<file path="config.mk">
export PLATFORM = sky130hd
export DESIGN_NAME = pkt_crc_check
export DESIGN_NICKNAME = d
export VERILOG_FILES = /design/src/rtl/pkt_crc_pkg.sv /design/src/rtl/pkt_crc_step.sv /design/src/rtl/pkt_crc_track.sv /design/src/rtl/pkt_crc_check.sv
export SDC_FILE = /design/constraint.sdc
export NUM_CORES = 1
export LEC_CHECK = 0
export BUFFER_PORTS_ARGS = -buffer_cell sky130_fd_sc_hd__buf_4
export CAP_MARGIN = 20
export CORE_MARGIN = 1.5
export CORE_UTILIZATION = 60
export DETAILED_ROUTE_END_ITERATION = 10
export PLACE_DENSITY = 0.83
export SYNTH_ARGS = -nofsm -noshare
export SYNTH_HDL_FRONTEND = slang
export SYNTH_HIERARCHICAL = 1
export SYNTH_SLANG_ARGS = --single-unit
export TNS_END_PERCENT = 5
</file>
<file path="constraint.sdc">
create_clock -name clk -period 6.2 [get_ports clk]
set_input_delay 0.93 -clock clk [delete_from_list [all_inputs] [get_ports clk]]
set_output_delay 0.93 -clock clk [all_outputs]
set_load 0.05 [all_outputs]
</file>
<file path="src/rtl/pkt_crc_pkg.sv">
package pkt_crc_pkg;
    localparam int unsigned BYTE_W    = 8;
    localparam int unsigned CRC_W     = 32;
    localparam logic [31:0] CRC_POLY  = 32'h04C11DB7;
    localparam logic [31:0] CRC_SEED  = 32'hFFFFFFFF;
    localparam logic [31:0] CRC_GOOD  = 32'hC704DD7B;
    localparam int unsigned FCS_BYTES = 4;
endpackage

</file>
<file path="src/rtl/pkt_crc_step.sv">
module pkt_crc_step #(
    parameter int unsigned          DW   = 8,
    parameter int unsigned          CW   = 32,
    parameter logic [CW-1:0]        POLY = 32'h04C11DB7
) (
    input  logic [CW-1:0] crc_in,
    input  logic [DW-1:0] byte_in,
    output logic [CW-1:0] crc_out
);
    always_comb begin
        logic [CW-1:0] acc;
        logic          fb;
        acc = crc_in;
        for (int i = DW - 1; i >= 0; i--) begin
            fb  = acc[CW-1] ^ byte_in[i];
            acc = {acc[CW-2:0], 1'b0};
            if (fb) acc = acc ^ POLY;
        end
        crc_out = acc;
    end
endmodule

</file>
<file path="src/rtl/pkt_crc_track.sv">
module pkt_crc_track #(
    parameter int unsigned   CW        = 32,
    parameter logic [CW-1:0] SEED      = '1,
    parameter int unsigned   MIN_BYTES = 4
) (
    input  logic          clk,
    input  logic          rst_n,
    input  logic          enable,
    input  logic          open_hit,
    input  logic          close_hit,
    input  logic          data_hit,
    input  logic [CW-1:0] crc_next,
    output logic          active,
    output logic [CW-1:0] crc_cur,
    output logic          too_short
);
    localparam int unsigned CNT_W = $clog2(MIN_BYTES + 1);
    localparam logic [CNT_W-1:0] CNT_MAX = CNT_W'(MIN_BYTES);

    typedef struct packed {
        logic            active;
        logic [CW-1:0]   crc;
        logic [CNT_W-1:0] cnt;
    } trk_t;

    trk_t st_d, st_q;

    always_comb begin
        st_d = st_q;
        if (!enable) begin
            st_d.active = 1'b0;
        end else if (st_q.active && close_hit) begin
            st_d.active = 1'b0;
        end else if (open_hit) begin
            st_d.active = 1'b1;
            st_d.crc    = SEED;
            st_d.cnt    = '0;
        end else if (st_q.active && data_hit) begin
            st_d.crc = crc_next;
            if (st_q.cnt != CNT_MAX) st_d.cnt = st_q.cnt + 1'b1;
        end
    end

    always_ff @(posedge clk or negedge rst_n) begin
        if (!rst_n) begin
            st_q.active <= 1'b0;
            st_q.crc    <= SEED;
            st_q.cnt    <= '0;
        end else begin
            st_q <= st_d;
        end
    end

    assign active    = st_q.active;
    assign crc_cur   = st_q.crc;
    assign too_short = (st_q.cnt != CNT_MAX);
endmodule

</file>
<file path="src/rtl/pkt_crc_check.sv">
module pkt_crc_check
    import pkt_crc_pkg::*;
(
    input  logic              clk,
    input  logic              rst_n,
    input  logic              chk_en,
    input  logic [BYTE_W-1:0] sop_char,
    input  logic [BYTE_W-1:0] eop_char,
    input  logic [BYTE_W-1:0] in_data,
    input  logic              in_ctrl,
    output logic [BYTE_W-1:0] out_data,
    output logic              out_ctrl,
    output logic              crc_checking,
    output logic              crc_error
);
    logic             open_hit, close_hit, data_hit;
    logic             active, too_short;
    logic [CRC_W-1:0] crc_cur, crc_next;

    assign open_hit  = in_ctrl && (in_data == sop_char);
    assign close_hit = in_ctrl && (in_data == eop_char);
    assign data_hit  = !in_ctrl;

    pkt_crc_step #(.DW(BYTE_W), .CW(CRC_W), .POLY(CRC_POLY)) step_i (
        .crc_in (crc_cur),
        .byte_in(in_data),
        .crc_out(crc_next)
    );

    pkt_crc_track #(.CW(CRC_W), .SEED(CRC_SEED), .MIN_BYTES(FCS_BYTES)) track_i (
        .clk      (clk),
        .rst_n    (rst_n),
        .enable   (chk_en),
        .open_hit (open_hit),
        .close_hit(close_hit),
        .data_hit (data_hit),
        .crc_next (crc_next),
        .active   (active),
        .crc_cur  (crc_cur),
        .too_short(too_short)
    );

    always_comb begin
        logic judge;
        judge        = chk_en && active && close_hit;
        crc_checking = judge;
        crc_error    = judge && (too_short || (crc_cur != CRC_GOOD));
    end

    assign out_data = in_data;
    assign out_ctrl = in_ctrl;
endmodule

</file>
==> results.yml <==
global_routing:
  grtUsageMet1_pct: 32.49
  grt.overflow.total: 0
  grt_use_total_pct: 23.33
  antenna_found_initial: 0
  busiest_layer: "met2"
  grt_pass1_vias: 2170
  grt_max_degree: 39
  grt.met2_usage_pct: 38.21
  grt_use_met3_pct: 2.759
  grt_pass1_wl_um: 11060
worst_setup_path:
  arrival_ns: 3.82
  reg2regPathDepth: 3
  path_class: "in2reg"
  r2r_slack_ns: 3.82
  cp-start-kind: "primary input"
  crit_fanout: 38
  worstReg2RegStart: "track_i/active"
  regToRegEndpoint: "track_i/crc_cur[12]"
  worstPathRequired_ns: 6.38
  crit_path_end_kind: "register"
final_layout:
  nets: 334
  drive_gt1_share_pct: 42.62
  n_antenna_cell: 0
  final_util_pct: 63.66
  area_growth_syn_to_layout_pct: 1.806
synthesis:
  synth_edf_count: 0
  synthCells: 314
  synthArstFlopShare_pct: 100.0
  synthAdderAreaFrac_pct: 0.7223
  yosysTopAreaCell: "dfstp_2"
  yosysUniqueCellTypes: 46
  synth_compound_area_share_pct: 17.05
  synth-xor-area-share_pct: 32.50
  synth_nets: 344
  yosys.area.top_type_share_pct: 24.27
  synth_seq_area_share_pct: 27.16
  synth_simple_gate_area_share_pct: 10.00
  synth_area_leaders: "dfstp_2 24%, xnor2_1 9.6%, buf_4 8.9%, xnor2_4 6.4%, xor3_1 5.5%"
  synth_mux_area_share_pct: 0
  synth-main-ff-cell: "dfstp_2"
  synth_top_family_by_area: "XOR/XNOR gates"
  synth_seq_cells: 36
  yosysWarningCount: 6
  synth.cell_area_um2: 3465
  syn_area_per_cell_um2: 11.03
sta:
  setup_violations: 0
  tns_ns: 0
  final.min_clock_period_ns: 3.634
  rsz0062_at_grt: "false"
  fmax_mhz: 275.2
  worst_pin_slew_ns: 1.083
  relSlewSlack_pct: 27.80
  fin_skew_ns: 0.004816
  finalHoldViolations: 0
  drv_slew: 0
  fin_crit_sh_pct: 58.62
placed_design:
  hpwl_um: 4758
  place_congestion: 0.8263
  port-buffer-count: 38
floorplanning:
  io_pins: 39
  dieArea_um2: 6239
  coreArea_um2: 5540
  start_util_pct: 62.53
  dieWidth_um: 78.99
  die_h_um: 78.99
  rows: 27
worst_hold_path:
  min_from: "track_i/crc_cur[11]"
  min_path_type: "reg2reg"
  whs_path_depth: 2
  worstHoldEndpoint: "track_i/crc_cur[11]"
clock_tree:
  worstSkewPairLatency_ns: 0.29
  cts.sinks: 36
  htreeDepth: 2
  cts_buffers: 5
  hold_buffers: 0
  cts_tree: "built"
  path_clk_slew_ns: 0.07
  cts_setup_buffers: 0
  cts_root_buffer: "clkbuf_8"
  cts-resized-gates: 0
  cts_max_path_buffers: 2
detailed_routing:
  totalWireLength_um: 6478
  wire_per_inst_um: 17.18
  vias: 2075
  post_drt_via_cell_ratio: 5.504
  drtIter0Drc: 184
  drtAntennaViolNets: 0
  drc: 0
  dr.pass1.iters: 4
pwr:
  ir_drop_mv: 0.2412
  power.leakage_nw: 1.422
  cellPowerDensity_nw_per_um2: 313.1
job:
  cap_violations: 0
status:
  status: "finished, final reports clean"
==> cell families after synthesis <==
kind of cell / count (synthesis)
and+or+nand+nor: 63
DFF: 36
xor gates and xnor gates: 78
adders and majority gates: 2
AOI/OAI and AO/OA: 74
buffers and inverters: 61
==> Yosys cell counts (all sizes together) (2+ instances only) <==
cell / instances
a21oi: 66
and2: 2
buf: 52
clkbuf: 4
dfrtp: 4
dfstp: 32
ha: 2
inv: 5
nand2: 7
nand3: 2
nand4: 4
nand4b: 3
nor2: 34
nor4: 5
xnor2: 49
xnor3: 9
xor2: 11
xor3: 9
==> area by class of cell <==
cell class | instances | area [um2]
fillers | 436 | 2013
repair buffers | 39 | 292.8
clock buffers | 8 | 90.09
flip-flops and latches | 36 | 940.9
multi-input cells | 217 | 2095
inverters | 5 | 18.77
well taps | 72 | 90.09
==> critical path, cell delays in order <==
cell     delay [ns]
buf_4          0.14
xnor2_1        0.19
nand3_1        0.11
nor4_2         0.25
buf_4          0.39
a21o_1         0.86
and2_4         0.73
a21oi_1        0.18
==> layout by cell type (no fill, tap or decap), types with 2 or more instances in the layout <==
master / instances
nor4_2: 4
a21oi_4: 10
xor3_1: 8
a21oi_2: 20
xor2_1: 10
xnor2_4: 8
nand2_1: 7
inv_1: 5
xnor2_1: 38
clkbuf_1: 2
nand4_1: 4
xnor2_2: 3
clkbuf_8: 6
xnor3_1: 7
buf_4: 39
dfstp_2: 32
xnor3_2: 2
nand3_1: 2
nand4b_1: 3
ha_1: 2
nor2_1: 34
dfrtp_1: 4
a21oi_1: 36
==> registers in the layout, indices dropped and copies added (netlist names) <==
| register | count |
|---|---|
| track_i/st_q | 3 |
| track_i/crc_cur | 32 |
| track_i/active | 1 |
==> power breakdown <==
group | internal (mW) | switching (mW) | total (mW)
Sequential | 0.285 | 0.0373 | 0.322
Combinational | 0.314 | 0.296 | 0.610
Clock | 0.0906 | 0.0813 | 0.172
==> stage by stage <==
step | area [um2] | instances | total power, mW | hold slack (ns) | setup WS, ns
after floorplan | 3465 | 314 | 0.8669 | 0.4978 | 3.106
after global placement | 3437 | 369 | 0.9248 | 0.5243 | 2.425
after detailed placement | 3437 | 369 | 0.9367 | 0.5349 | 2.351
after CTS | 3527 | 377 | 1.115 | 0.5469 | 2.598
after global routing | 3527 | 377 | 1.174 | 0.5764 | 2.349
final | 3527 | 377 | 1.104 | 0.5500 | 2.566
==> per-layer routing <==
metal | vias to the layer above | part of all wire (%) | routed length, um
met5 | - | 0 | 0
met4 | 0 | 1.4 | 91
li1 | 1008 | - | -
met3 | 8 | 5.5 | 354
met1 | 1008 | 43 | 2778
met2 | 51 | 50 | 3253
==> how the worst max path moves through the flow <==
stage,start,end,slack (ns),cells past startpoint
after floorplan,in_data[0],crc_error,3.11,4
after global placement,in_data[1],track_i/crc_cur[11],2.42,8
after detailed placement,in_data[1],track_i/crc_cur[12],2.35,8
after CTS,in_data[1],track_i/crc_cur[12],2.60,8
after global routing,in_data[1],track_i/crc_cur[12],2.35,8
final,in_data[1],track_i/crc_cur[12],2.57,8
Power figures use the tool's default switching activity.
